<file path="config.mk">
export PLATFORM = sky130hd
export DESIGN_NAME = fsync_gen
export DESIGN_NICKNAME = d
export VERILOG_FILES = /design/src/rtl/fsg_pkg.sv /design/src/rtl/fsg_period.sv /design/src/rtl/fsg_span.sv /design/src/rtl/fsg_shape.sv /design/src/rtl/fsync_gen.sv
export SDC_FILE = /design/constraint.sdc
export NUM_CORES = 1
export LEC_CHECK = 0
export ABC_AREA = 1
export BUFFER_PORTS_ARGS = -buffer_cell sky130_fd_sc_hd__buf_2
export CAP_MARGIN = 20
export CORE_MARGIN = 3
export CORE_UTILIZATION = 40
export CTS_CLUSTER_SIZE = 30
export DETAILED_ROUTE_END_ITERATION = 10
export SLEW_MARGIN = 20
export SYNTH_ARGS = -nofsm -noshare
export SYNTH_HDL_FRONTEND = slang
export SYNTH_SLANG_ARGS = --single-unit
</file>
<file path="constraint.sdc">
create_clock -name clk -period 1.7 [get_ports clk]
set_clock_uncertainty 0.1 [all_clocks]
set_input_delay 0.34 -clock clk [delete_from_list [all_inputs] [get_ports clk]]
set_output_delay 0.34 -clock clk [all_outputs]
set_load 0.02 [all_outputs]
</file>
<file path="src/rtl/fsg_pkg.sv">
package fsg_pkg;
  typedef enum logic [2:0] {
    FS_INPUT    = 3'd0,
    FS_PULSE_LO = 3'd1,
    FS_PULSE_HI = 3'd2,
    FS_LEVEL_LO = 3'd3,
    FS_LEVEL_HI = 3'd4,
    FS_TOGGLE   = 3'd5
  } fs_mode_e;

  function automatic logic is_out_mode(input logic [2:0] m);
    return (m >= 3'd1) && (m <= 3'd5);
  endfunction
endpackage

</file>
<file path="src/rtl/fsg_period.sv">
module fsg_period #(
  parameter int PER_W = 8
) (
  input  logic             clk,
  input  logic             rst_n,
  input  logic             en,
  input  logic             bit_en,
  input  logic             start_evt,
  input  logic [PER_W-1:0] period,
  output logic             trig
);
  localparam int CW = PER_W + 1;

  logic [CW-1:0] cnt;
  logic          periodic;

  assign periodic = |period;
  assign trig = en && bit_en && (periodic ? (cnt == '0) : start_evt);

  always_ff @(posedge clk or negedge rst_n) begin
    if (!rst_n) begin
      cnt <= '0;
    end else if (!en) begin
      cnt <= '0;
    end else if (bit_en && periodic) begin
      cnt <= (cnt == '0) ? {period, 1'b1} : cnt - 1'b1;
    end
  end
endmodule

</file>
<file path="src/rtl/fsg_span.sv">
module fsg_span #(
  parameter int W = 8
) (
  input  logic         clk,
  input  logic         rst_n,
  input  logic         clr,
  input  logic         load,
  input  logic         tick,
  input  logic [W-1:0] val,
  output logic         active
);
  logic [W-1:0] cnt;

  always_ff @(posedge clk or negedge rst_n) begin
    if (!rst_n) begin
      cnt    <= '0;
      active <= 1'b0;
    end else if (clr) begin
      cnt    <= '0;
      active <= 1'b0;
    end else if (load) begin
      cnt    <= val;
      active <= 1'b1;
    end else if (tick && active) begin
      if (cnt == '0) active <= 1'b0;
      else           cnt    <= cnt - 1'b1;
    end
  end
endmodule

</file>
<file path="src/rtl/fsg_shape.sv">
module fsg_shape
  import fsg_pkg::*;
(
  input  logic       en,
  input  logic [2:0] mode,
  input  logic       pulse_act,
  input  logic       level_act,
  input  logic       tgl,
  output logic       fs_out,
  output logic       fs_oe
);
  fs_mode_e m;

  always_comb begin
    m = fs_mode_e'(mode);
    case (m)
      FS_PULSE_LO: fs_out = ~pulse_act;
      FS_PULSE_HI: fs_out =  pulse_act;
      FS_LEVEL_LO: fs_out = ~level_act;
      FS_LEVEL_HI: fs_out =  level_act;
      FS_TOGGLE:   fs_out =  tgl;
      default:     fs_out = 1'b0;
    endcase
    fs_oe = en && is_out_mode(mode);
  end
endmodule

</file>
<file path="src/rtl/fsync_gen.sv">
module fsync_gen
  import fsg_pkg::*;
#(
  parameter int LEN_W = 4,
  parameter int PER_W = 8,
  parameter int WRD_W = 4
) (
  input  logic             clk,
  input  logic             rst_n,
  input  logic             en,
  input  logic             bit_en,
  input  logic             start_evt,
  input  logic             word_done,
  input  logic             fs_in,
  input  logic [2:0]       mode,
  input  logic [LEN_W-1:0] len_lo,
  input  logic [LEN_W-1:0] len_hi,
  input  logic [PER_W-1:0] period,
  input  logic [WRD_W-1:0] words,
  input  logic             edge_sel,
  output logic             fs_out,
  output logic             fs_oe,
  output logic             frame_start
);
  localparam int PLEN_W = 2 * LEN_W;

  logic              trig;
  logic              pulse_act;
  logic              level_act;
  logic              tgl;
  logic              fs_prev;
  logic              in_edge;
  logic [PLEN_W-1:0] plen;

  assign plen    = {len_hi, len_lo};
  assign in_edge = bit_en && (edge_sel ? (fs_prev && !fs_in) : (!fs_prev && fs_in));

  fsg_period #(.PER_W(PER_W)) u_period (
    .clk(clk), .rst_n(rst_n), .en(en), .bit_en(bit_en),
    .start_evt(start_evt), .period(period), .trig(trig)
  );

  fsg_span #(.W(PLEN_W)) u_pulse (
    .clk(clk), .rst_n(rst_n), .clr(!en), .load(trig),
    .tick(bit_en), .val(plen), .active(pulse_act)
  );

  fsg_span #(.W(WRD_W)) u_words (
    .clk(clk), .rst_n(rst_n), .clr(!en), .load(trig),
    .tick(bit_en && word_done), .val(words), .active(level_act)
  );

  fsg_shape u_shape (
    .en(en), .mode(mode), .pulse_act(pulse_act), .level_act(level_act),
    .tgl(tgl), .fs_out(fs_out), .fs_oe(fs_oe)
  );

  always_ff @(posedge clk or negedge rst_n) begin
    if (!rst_n) begin
      tgl         <= 1'b0;
      fs_prev     <= 1'b0;
      frame_start <= 1'b0;
    end else begin
      if (bit_en) fs_prev <= fs_in;
      if (!en)       tgl <= 1'b0;
      else if (trig) tgl <= ~tgl;
      frame_start <= en && (is_out_mode(mode) ? trig : in_edge);
    end
  end
endmodule

</file>
Word level (Yosys, flattened, before mapping)
Cells that the tools add are included.

Bitwise operators: 3. Shifts and indexed selects: 0. $add $sub $neg: 3. $mul: 0. Equality and inequality tests: 13. Div/mod/pow operators: 0. Order comparisons: 2. Reductions and logical operators: 22. Mux-type cells: 25.

Operators by type and width (number): $mux W8 (4); $mux W9 (3); $mux W4 (4); $mux W1 (13); $logic_and A1 B1 Y1 (12); $ne A3 B1 Y1 const B (4); $logic_not A9 Y1 (1); $sub A9 B1 Y9 const B (1); $logic_not A8 Y1 (1); $reduce_and A2 Y1 (4); $reduce_or A8 Y1 (1); $sub A8 B1 Y8 const B (1); $eq A3 B2 Y1 const B (2); $eq A3 B3 Y1 const B (2); $ne A3 B3 Y1 const B (2); $pmux W1 S5 (1); $logic_not A4 Y1 (1); $ne A2 B1 Y1 const B (2); $sub A4 B1 Y4 const B (1); $eq A3 B1 Y1 const B (1); $ge A3 B1 Y1 const B (1); $le A3 B3 Y1 const B (1); $not A1 Y1 (3); $logic_not A1 Y1 (2).

Bits in read-only memories: 0. Flip-flop bits (word level): 26. Latch bits: 0. RAM bits: 0. Bits of input ports: 31. Output and inout bits: 3. Logic and storage cells: 76. Memories: 0.

Depth between registers and ports, before layout
Gate-level depths: netlist of the first run.

Depth after elaboration: 6. Mapped depth: 12. Gate-level depth less buffers: 11.

By module
Synthesis of the first run repeated with hierarchy kept, for this count alone.

Cells, all modules: 299. Area, all modules: 2011.9 um2.

By module, submodules not included: fsg_period (area an instance 732.0 um2, cells each 107, seq. area each 225.2 um2, times used 1); fsg_span at u_pulse (area an instance 650.6 um2, cells each 96, seq. area each 225.2 um2, times used 1); fsg_span at u_words (area an instance 376.6 um2, cells each 52, seq. area each 125.1 um2, times used 1); fsync_gen (area an instance 173.9 um2, cells each 25, seq. area each 75.1 um2, times used 1); fsg_shape (area an instance 78.8 um2, cells each 19, seq. area each 0.0 um2, times used 1).

Worst setup path before layout of the first run
OpenSTA, ideal clock, no wires.

Kind: register -> register. From: register u_period.cnt[0]. To: register u_pulse.cnt[0]. Data required time: 1483 ps. Cell stages (with the launch flop): 12. Data arrival time: 1466 ps. Setup time: 117 ps. Path slack: 17 ps. Cells stage by stage: dfrtp_1 -> inv_1 -> ha_1 -> nand2_2 -> nor2_4 -> nand3b_2 -> nand2_4 -> nand2_4 -> buf_6 -> buf_6 -> nand4_1 -> nand2_1.

Word-level cells in the longest chain between the ends: 5. Elaborated cells between the ends (all ways): 8.

RTL lines: start, declared (RTL line fsg_period.sv:14) `logic [CW-1:0] cnt;`; start signal, assigned (RTL line fsg_period.sv:26) `cnt <= (cnt == '0) ? {period, 1'b1} : cnt - 1'b1;`; $logic_not A9 Y1 (*) (RTL line fsg_period.sv:18) `assign trig = en && bit_en && (periodic ? (cnt == '0) : start_evt);`; $mux W1 (*) (RTL line fsg_period.sv:18); $logic_and A1 B1 Y1 (*) (RTL line fsg_period.sv:18); $ne A3 B3 Y1 (no source line) (tied with other cells); $reduce_and A2 Y1 (no source line) / $mux W8 (equally long branches); end signal, assigned (RTL line fsg_span.sv:22) `cnt <= val;`; end signal, assigned (RTL line fsg_span.sv:26) `else cnt <= cnt - 1'b1;`; end, declared (RTL line fsg_span.sv:12) `logic [W-1:0] cnt;`.

Mark *: on every way between the ends. The rest lies on a longest branch, timed or not. A chain may end at the register's enable or synchronous reset.

Worst setup path after layout of the first run
From: register u_pulse.active. To: output fs_out.

Word-level cells in the longest chain between the ends: 2.

RTL lines: start, declared (RTL line fsg_span.sv:10) `output logic active`; start signal, assigned (RTL line fsg_span.sv:17) `active <= 1'b0;`; start signal, assigned (RTL line fsg_span.sv:20) `active <= 1'b0;`; start signal, assigned (RTL line fsg_span.sv:23) `active <= 1'b1;`; $not A1 Y1 (RTL line fsg_shape.sv:17) `FS_PULSE_LO: fs_out = ~pulse_act;`; $pmux W1 S5 (*) (RTL line fsg_shape.sv:16) `case (m)`; end, declared (RTL line fsync_gen.sv:21) `output logic fs_out,`.

Marked as above.

==> flow_summary.json, run 1 <==
{
  "max_slew.worst_pin.slew_ps": 622,
  "hold_viol_final": 0,
  "netlist_instances": 261,
  "synth_top_family_by_area": "simple AND/OR/NAND/NOR gates",
  "core_um2": 4440,
  "hold_depth": 3,
  "synthSimpleGateAreaFrac_pct": 34.7,
  "yosys-top-cells-area": "dfrtp_1 35%, nand2_1 15%, nand3_1 6.9%",
  "min_period_over_period_pct": 100,
  "intPower_mw": 1.87,
  "critPathArrivalTime_ps": 1270,
  "antenna_found_initial": 0,
  "synthMuxAreaShare_pct": 0,
  "synth_edf_count": 0,
  "final_util_pct": 52.4,
  "via_per_inst": 5.04,
  "cts_buffer_depth": 2,
  "ys_warn_count": 0,
  "wirelength_um": 4530,
  "rsz0062_at_grt": "yes",
  "drt_iter0_drc": 61,
  "yosysSeqAreaShare_pct": 34.7,
  "p_seq_share_pct": 27.4,
  "grt_pass1_vias": 1617,
  "hold_class": "primary input to flop",
  "place.gp.congestion": 0.799,
  "crit_family": "flip-flops",
  "worstSkewPairLatency_ps": 270,
  "cp.depth": 5,
  "setup_slack_ps": -8.36,
  "crit_path_start_kind": "flop",
  "multiInputGateArea_um2": 1070,
  "cpMaxStageDelayCell": "dfrtp_1",
  "fmax_mhz": 585,
  "cts.sinks": 26,
  "cts_buffers": 3,
  "num_rows": 24,
  "power.leakage_nw": 1.24,
  "grt_pass1_wl_um": 7580,
  "cts_tree": "built",
  "p_per_area_nw_per_um2": 1460,
  "place_hpwl_um": 3310,
  "grt.overflow.total": 0,
  "root_buffer": "clkbuf_8",
  "outcome": "finished, violations left",
  "drive_gt1_share_pct": 25.7,
  "area_growth_pct": 24.2,
  "path_cells": "a21oi_1 -> o21ai_0 -> nand3_1 -> o22ai_2 -> buf_4",
  "ir_drop_uv": 699,
  "io_pins": 34,
  "synth_fa_ha_area_share_pct": 3.34,
  "ys_seq_elements": 26,
  "grt_start_max_net_pins": 27,
  "cp_max_fo": 3,
  "io_buffers": 33,
  "power_frac_comb_pct": 60.4,
  "min_period_ps": 1710,
  "start_util_pct": 42.1,
  "stdcell_count": 363,
  "ys.flop_type": "dfrtp_1",
  "postSynthAreaPerCell_um2": 7.18,
  "r2r_cells": 10,
  "power_mw": 3.41,
  "antenna_left": 0,
  "synth.most_common_cell": "nand2_1",
  "yosysTopAreaCell": "dfrtp_1",
  "nFillCells": 473,
  "p_switching_mw": 1.54,
  "clkPwrFrac_pct": 12.2,
  "nets": 348,
  "synth-compound-area-share_pct": 12.4,
  "violations": "negative setup slack",
  "synth_xor_area_share_pct": 4.68,
  "wl_per_cell_um": 12.5,
  "drt-pass1-iter-count": 4,
  "slew_viol_final": 0,
  "dieArea_um2": 5540,
  "cp_num_buf_inv": 1,
  "required_ps": 1260,
  "setup_viol": 1,
  "dp.cells": 352,
  "slowest_delay_ps": 420,
  "die_y_um": 74.4,
  "synth_area_um2": 1870,
  "diodes": 0,
  "ys_types": 27,
  "yosys.area.top_type_share_pct": 34.7,
  "async_reset_ff_share_pct": 100,
  "drcViolationCount": 0,
  "max-cap-violations": 0,
  "num_vias": 1829,
  "grt_usage_pct": 17.4,
  "synthTopCellsByCount": "73 x nand2_1, 30 x inv_1, 26 x dfrtp_1, 26 x nand3_1, 22 x o21ai_0",
  "synthesis.nets": 297,
  "slew_headroom_pct": 58.6,
  "power_switching_share_pct": 45.2,
  "die-width_um": 74.4,
  "clk_pin_slew_ps": 100,
  "crit_type": "flop to output pin",
  "cp-end-kind": "output pin",
  "ff_latch_area_um2": 651,
  "htreeDepth": 1
}
-- sequential cells by signal (all words and copies together) (netlist names) --
| name | cells |
|---|---|
| u_period.cnt | 9 |
| tgl | 1 |
| u_words.cnt | 4 |
| u_words.active | 1 |
| u_pulse.active | 1 |
| fs_prev | 1 |
| u_pulse.cnt | 8 |
| frame_start | 1 |
-- metrics by stage --
| stage | hold WS, ps | setup TNS, ps | worst slack [ps] | area [µm²] |
|---|---|---|---|---|
| 3_3_place_gp | 303 | -194 | -22.1 | 2170 |
| 3_5_place_dp | 299 | -430 | -57.5 | 2170 |
| 4_1_cts | 211 | -23.3 | -16.7 | 2290 |
| 2_1_floorplan | -55.6 | 0 | 17.0 | 1870 |
| 6_report | 210 | -8.36 | -8.36 | 2330 |
| 5_1_grt | 224 | -1050 | -99.0 | 2330 |
-- layout by cell type, fill, tap and decap left out, types with 3 or more instances in the layout --
master    synthesis  final
xor2_1            9      9
ha_1              5      4
o21ai_0          22     18
o211ai_1          4      4
buf_4             1     20
nand2_1          73     73
clkbuf_8          0      4
nand3_1          26     26
dfrtp_1          26     26
nand4_1          17     17
inv_1            30     28
inv_2             5      7
o22ai_1           4      3
buf_2             5     32
o21ai_1           0      4
nor2_1           13     13
-- metal layers --
metal	track usage (%)	wire, µm
met3	1.62	109
met1	25.6	2290
met4	4.74	23
met5	0	0
met2	27.2	2110
-- cell type report --
cell class,count,area share [%]
Multi-Input combinational cell,191,46.1
Sequential cell,26,28.0
Timing Repair Buffer,55,15.1
Inverter,35,5.65
Tap cell,52,2.80
Clock buffer,4,2.37
-- timing repair --
action	in CTS	in global routing
endpoints found under the hold margin	26	0
gates resized for setup	7	7
buffers inserted	3	4
hold buffers	1	0
pin swaps	6	14
setup endpoints to repair	13	23
-- power by group through the flow --
stage / Combinational [mW] / Sequential [mW] / Clock, mW
after floorplan: 1.46 / 0.913 / 0
after global placement: 1.87 / 0.937 / 0
after detailed placement: 1.88 / 0.940 / 0
after CTS: 2.02 / 0.931 / 0.431
after global routing: 2.38 / 0.960 / 0.453
final: 2.06 / 0.933 / 0.418
-- path summary, 6_finish.rpt --
path / end / start / slack [ps]
max: fs_out / u_pulse.active$_DFFE_PN0P_ / -8
min: fs_prev$_DFFE_PN0P_ / fs_in / 210
max reg2reg: u_pulse.cnt[7]$_DFFE_PN0P_ / u_period.cnt[0]$_DFFE_PN0P_ / 20
min reg2reg: tgl$_DFFE_PN0P_ / tgl$_DFFE_PN0P_ / 430
max in group asynchronous: u_period.cnt[5]$_DFFE_PN0P_ / rst_n / 590
min in group asynchronous: u_words.cnt[1]$_DFFE_PN0P_ / rst_n / 500
-- worst register-to-register path, cell delays in order, from the launching register on --
cell,delay (ps)
dfrtp_1,400
inv_2,80
ha_4,150
nand2_4,50
nor2_4,110
nand3b_4,100
nand2_4,110
nand2_8,80
a21oi_4,290
nand2_1,100
nand2_1,60
-- cell families (layout without fill, tap and decap cells) --
family,after synthesis,in the layout
compound gates,36,36
xor+xnor,10,10
fa+ha+maj,5,5
simple gates,140,140
buf+inv,44,94
flops,26,26
(Power assumes the default switching activity.)
==> run 2, diff against run 1 <==
- PLACE_DENSITY: default -> 0.66
==> run 2 against run 1 <==
Fmax grew 0.73%. Largest power group unchanged. Wire length rose by 2.9%. Clock-buffer cell count unchanged. Die area unchanged. The flow now finishes without violations. Clock power grew 2%. Combinational power about the same. Critical path type is now flop to flop. Global-route usage grew 0.85 points. Power up 1.4%. Critical path depth increased by 6. Via count hardly changed.
==> flow_summary.json, run 2 (same netlist as run 1, synthesis figures left out) <==
{
  "drt-pass1-iter-count": 4,
  "cts_buffers": 3,
  "final_common_cell": "nand2_1",
  "cp-end-kind": "flop",
  "critPathArrivalTime_ps": 1770,
  "die-width_um": 74.4,
  "antenna_left": 0,
  "ir_drop_uv": 510,
  "via_per_inst": 5.08,
  "place_hpwl_um": 3340,
  "num_vias": 1828,
  "layout_common_cells": "72 x nand2_1, 32 x buf_2, 28 x inv_1",
  "wirelength_um": 4660,
  "outcome": "finished clean",
  "final_util_pct": 52.8,
  "grt_usage_pct": 18.3,
  "grt_start_max_net_pins": 27,
  "dp.cells": 350,
  "grt.overflow.total": 0,
  "diodes": 0,
  "start_util_pct": 42.1,
  "num_rows": 24,
  "path_cells": "inv_2 -> ha_4 -> nand2_4 -> nor2_4 -> nand3b_4 -> nand2_4 -> nand2_8 -> buf_12 -> buf_8 -> nand4_1 -> nand2_1",
  "cpMaxStageDelayCell": "dfrtp_1",
  "dieArea_um2": 5540,
  "ff_latch_area_um2": 651,
  "slew_headroom_pct": 58.0,
  "cts_tree": "built",
  "min_period_ps": 1700,
  "hold_class": "primary input to flop",
  "root_buffer": "clkbuf_8",
  "cp_max_fo": 8,
  "io_buffers": 33,
  "crit_type": "flop to flop",
  "critPathMostFrequentCell": "nand2_4",
  "slew_viol_final": 0,
  "crit_family": "simple AND/OR/NAND/NOR gates",
  "drive_gt1_share_pct": 26.0,
  "core_um2": 4440,
  "htreeDepth": 1,
  "max_slew.worst_pin.slew_ps": 629,
  "power_mw": 3.46,
  "cts.sinks": 26,
  "multiInputGateArea_um2": 1080,
  "drcViolationCount": 0,
  "power.leakage_nw": 1.23,
  "nFillCells": 451,
  "p_per_area_nw_per_um2": 1470,
  "wl_per_cell_um": 13.0,
  "top_regs": "u_period.cnt (9), u_pulse.cnt (8), u_words.cnt (4)",
  "io_pins": 34,
  "cp_num_buf_inv": 3,
  "clk_pin_slew_ps": 100,
  "stdcell_count": 360,
  "hold_viol_final": 0,
  "grt_pass1_wl_um": 8050,
  "max-cap-violations": 0,
  "worstSkewPairLatency_ps": 280,
  "min_period_over_period_pct": 99.8,
  "antenna_found_initial": 0,
  "place.gp.congestion": 0.808,
  "crit_path_start_kind": "flop",
  "setup_viol": 0,
  "slowest_delay_ps": 390,
  "grt_pass1_vias": 1771,
  "die_y_um": 74.4,
  "rsz0062_at_grt": "yes",
  "drt_iter0_drc": 62,
  "largest_reg_flops": 9,
  "cts_buffer_depth": 2,
  "fmax_mhz": 590,
  "tns_ps": 0,
  "area_growth_pct": 25.3,
  "nets": 345,
  "required_ps": 1770,
  "largest-register": "u_period.cnt"
}
[run 2: worst reg2reg max path, delay by kind of cell (launching register included)]
kind,cells,cell delay (ps)
and+or+nand+nor,7,580
DFF,1,390
buffers and inverters,3,360
adders and majority gates,1,150
[run 2: repair_timing]
| item | CTS | global route |
|---|---|---|
| endpoints found under the setup margin | 6 | 25 |
| resized for setup | 9 | 16 |
| pin swaps | 6 | 13 |
| hold endpoints to repair | 26 | 0 |
| hold buffers | 1 | 0 |
| setup buffers | 5 | 1 |
[run 2: where the power goes]
part	internal (mW)	switching (mW)
sequential	0.790	0.148
clock	0.208	0.217
combinational	0.887	1.21
[run 2: per-stage QoR]
stage / instance area, µm² / worst slack [ps] / hold WS [ps]
detailed placement: 2170 / -0.260 / 294
finish: 2350 / 4.04 / 198
floorplan: 1870 / 17.0 / -55.6
global route: 2350 / -83.9 / 235
CTS: 2310 / 4.78 / 198
global placement: 2170 / 23.2 / 290
[run 2: final cells by class]
class	instances	share of cell area (%)
multi-input combinational	191	46.2
sequential	26	27.7
timing repair buffer	52	15.4
inverter	35	5.60
tap	52	2.77
clock buffer	4	2.35
[run 2: path summary, 6_finish.rpt]
kind	start	to	slack, ps	depth (start not counted)
max in group asynchronous	rst_n	u_period.cnt[5]$_DFFE_PN0P_	590	2
min	fs_in	fs_prev$_DFFE_PN0P_	200	3
max reg2reg	u_period.cnt[0]$_DFFE_PN0P_	u_words.cnt[3]$_DFFE_PN0P_	4	11
min reg2reg	tgl$_DFFE_PN0P_	tgl$_DFFE_PN0P_	400	1
max	u_period.cnt[0]$_DFFE_PN0P_	u_words.cnt[3]$_DFFE_PN0P_	4	11
min in group asynchronous	rst_n	u_words.cnt[1]$_DFFE_PN0P_	500	2
[run 2: per-layer routing]
layer / track usage [%] / routed length (µm) / part of all wire, % / up-vias
li1: - / - / - / 952
met2: 29.6 / 2220 / 48 / 29
met5: 0 / 0 / 0 / -
met3: 1.62 / 140 / 3.0 / 4
met4: 6.13 / 51 / 1.1 / 0
met1: 25.6 / 2250 / 48 / 843
==> run 3, diff against run 2 <==
- PLACE_DENSITY: 0.66 -> 0.65
- SYNTH_HIERARCHICAL: default -> 1
==> run 3 against run 2 <==
Sequential power rose by 6.0%. The run now ends with negative hold slack, negative setup slack left. Fmax fell by 10%. Critical path depth rose by 2. Wire length rose by 6.1%. Hold slack got worse by 220 ps. Area after synthesis rose by 7.4%. First-iteration DRC count fell by 27%. Largest cell class unchanged.
==> flow_summary.json, run 3 <==
{
  "outcome": "finished, violations left",
  "violations": "negative hold slack, negative setup slack",
  "synth-compound-area-share_pct": 10.3,
  "antenna_left": 0,
  "power_mw": 3.69,
  "critPathMostFrequentCell": "nor2_4",
  "hold_viol_final": 26,
  "max_slew.worst_pin.slew_ps": 636,
  "postSynthAreaPerCell_um2": 6.73,
  "clk_pin_slew_ps": 90,
  "min_period_ps": 1890,
  "required_ps": 1760,
  "ys_types": 33,
  "cts_buffers": 3,
  "io_pins": 34,
  "wirelength_um": 4950,
  "max-cap-violations": 0,
  "grt_pass1_wl_um": 8180,
  "ys_seq_elements": 26,
  "antenna_found_initial": 0,
  "fmax_mhz": 529,
  "cpMaxStageDelayCell": "dfrtp_1",
  "crit_type": "flop to flop",
  "yosys.area.top_type_share_pct": 32.3,
  "yosysSeqAreaShare_pct": 32.3,
  "via_per_inst": 4.74,
  "synth_area_um2": 2010,
  "htreeDepth": 1,
  "place_area_um2": 2500,
  "dp.cells": 424,
  "cp-end-kind": "flop",
  "drive_gt1_share_pct": 35.1,
  "die_y_um": 76.9,
  "top_regs": "u_period/cnt (9), u_pulse/cnt (8), u_words/cnt (4)",
  "ff_latch_area_um2": 651,
  "cp_max_fo": 8,
  "path_cells": "inv_2 -> ha_4 -> nand2_4 -> nor2_4 -> nand3_4 -> inv_4 -> nor2_4 -> nor3_4 -> buf_6 -> clkinv_8 -> or2_4 -> nand3_2 -> o21bai_1",
  "reg2reg_slack_ps": -190,
  "num_vias": 2063,
  "setup_slack_ps": -189,
  "hold_class": "primary input to async pin",
  "p_per_area_nw_per_um2": 1370,
  "layout_common_cells": "90 x nand2_1, 33 x inv_1, 33 x buf_2",
  "synth_edf_count": 0,
  "yosysTopAreaCell": "dfrtp_1",
  "nets": 405,
  "place.gp.congestion": 0.841,
  "grt_pass1_vias": 1839,
  "synthesis.nets": 334,
  "synth.most_common_cell": "nand2_1",
  "largest-register": "u_period/cnt",
  "diodes": 0,
  "nFillCells": 463,
  "final_common_cell": "nand2_1",
  "power.leakage_nw": 1.43,
  "ir_drop_uv": 630,
  "die-width_um": 76.9,
  "grt_start_max_net_pins": 27,
  "postCtsHoldBufs": 0,
  "drt-pass1-iter-count": 4,
  "area_growth_pct": 34.3,
  "drt_iter0_drc": 45,
  "r2r-start": "u_period/cnt[0]$_DFFE_PN0P_",
  "fin_area_um2": 2700,
  "yosys-top-cells-area": "dfrtp_1 32%, nand2_1 18%, nand3_1 8.0%",
  "start_util_pct": 42.0,
  "wl_per_cell_um": 11.4,
  "synthMuxAreaShare_pct": 0,
  "cp_num_buf_inv": 4,
  "worstSkewPairLatency_ps": 270,
  "grt.overflow.total": 0,
  "num_rows": 25,
  "slew_headroom_pct": 57.6,
  "netlist_instances": 299,
  "crit_path_start_kind": "flop",
  "root_buffer": "clkbuf_8",
  "grt_usage_pct": 16.8,
  "cts_buffer_depth": 2,
  "cts.sinks": 26,
  "largest_reg_flops": 9,
  "synthSimpleGateAreaFrac_pct": 44.5,
  "dieArea_um2": 5920,
  "slowest_delay_ps": 400,
  "ys.flop_type": "dfrtp_1",
  "core_um2": 4790,
  "drcViolationCount": 0,
  "slew_viol_final": 0,
  "stdcell_count": 435,
  "regToRegEndpoint": "u_pulse/cnt[7]$_DFFE_PN0P_",
  "rsz0062_at_grt": "yes",
  "synthTopCellsByCount": "95 x nand2_1, 37 x inv_1, 32 x nand3_1, 27 x nor2_1, 26 x dfrtp_1",
  "async_reset_ff_share_pct": 100,
  "r2r_cells": 13,
  "synth_top_family_by_area": "simple AND/OR/NAND/NOR gates",
  "io_buffers": 33,
  "synth_xor_area_share_pct": 1.31,
  "ys_warn_count": 6,
  "min_period_over_period_pct": 111,
  "multiInputGateArea_um2": 1260,
  "synth_fa_ha_area_share_pct": 2.49,
  "hold_ws_ps": -24.3,
  "place_hpwl_um": 3710,
  "crit_family": "simple AND/OR/NAND/NOR gates",
  "critPathArrivalTime_ps": 1950,
  "cts_tree": "built",
  "setup_viol": 16
}
## run 3: cell types whose count changed after synthesis, moves of 7 or more
cell     before  now
nor2_1       13   27
o21ai_0      22   12
xor2_1        9    1
nand4_1      17    3
nand2_1      73   95
inv_1        30   37
## run 3: worst reg2reg max path, delay by kind of cell (launching register included)
| family | cells | cell delay [ps] |
|---|---|---|
| and+or+nand+nor | 7 | 710 |
| DFF | 1 | 400 |
| buffers and inverters | 4 | 370 |
| adders and majority gates | 1 | 140 |
| AOI/OAI and AO/OA | 1 | 60 |
## run 3: cell families after synthesis
family                     after synthesis
and+or+nand+nor                        185
buffers and inverters                   48
AOI/OAI and AO/OA                       33
DFF                                     26
adders and majority gates                4
xor gates and xnor gates                 3
## run 3: area by class of cell
cell class,count,share of cell area (%)
timing repair buffer,67,17.3
tap,67,3.10
sequential,26,24.1
inverter,47,7.18
multi-input combinational,225,46.8
clock buffer,3,1.53
## run 3: stage by stage
| step | util [%] | setup WS [ps] | setup TNS (ps) |
|---|---|---|---|
| after detailed placement | 52.2 | -355 | -4390 |
| after global placement | 52.2 | -313 | -3810 |
| after floorplan | - | -520 | -5230 |
| after CTS | 54.1 | -157 | -1710 |
| final | 56.5 | -189 | -1970 |
| after global routing | 56.5 | -321 | -4150 |
## run 3: per-layer routing
layer | track usage (%) | part of all wire (%)
met1 | 20.2 | 45
met2 | 31.1 | 51
met3 | 3.17 | 3.3
met4 | 2.90 | 0.28
met5 | 0 | 0
## run 3: where the power goes
part	switching, mW	internal, mW
Sequential	0.183	0.810
Clock	0.202	0.159
Combinational	1.28	1.06
## run 3: how the worst max path moves through the flow
stage                                             to                   startpoint  cells after the start
after floorplan           u_pulse/cnt[7]$_DFFE_PN0P_  u_period/cnt[0]$_DFFE_PN0P_                     13
after global placement    u_words/cnt[0]$_DFFE_PN0P_  u_period/cnt[1]$_DFFE_PN0P_                     14
after detailed placement  u_words/active$_DFFE_PN0P_  u_period/cnt[1]$_DFFE_PN0P_                     14
after CTS                 u_pulse/cnt[7]$_DFFE_PN0P_  u_period/cnt[1]$_DFFE_PN0P_                     13
after global routing      u_pulse/cnt[7]$_DFFE_PN0P_  u_period/cnt[0]$_DFFE_PN0P_                     13
final                     u_pulse/cnt[7]$_DFFE_PN0P_  u_period/cnt[0]$_DFFE_PN0P_                     13
## run 3: repair_timing
| item | CTS | global route |
|---|---|---|
| gates resized for setup | 5 | 17 |
| cloned | 0 | 0 |
| pin swaps | 3 | 10 |
| buffers inserted | 4 | 4 |
| setup endpoints to repair | 16 | 16 |
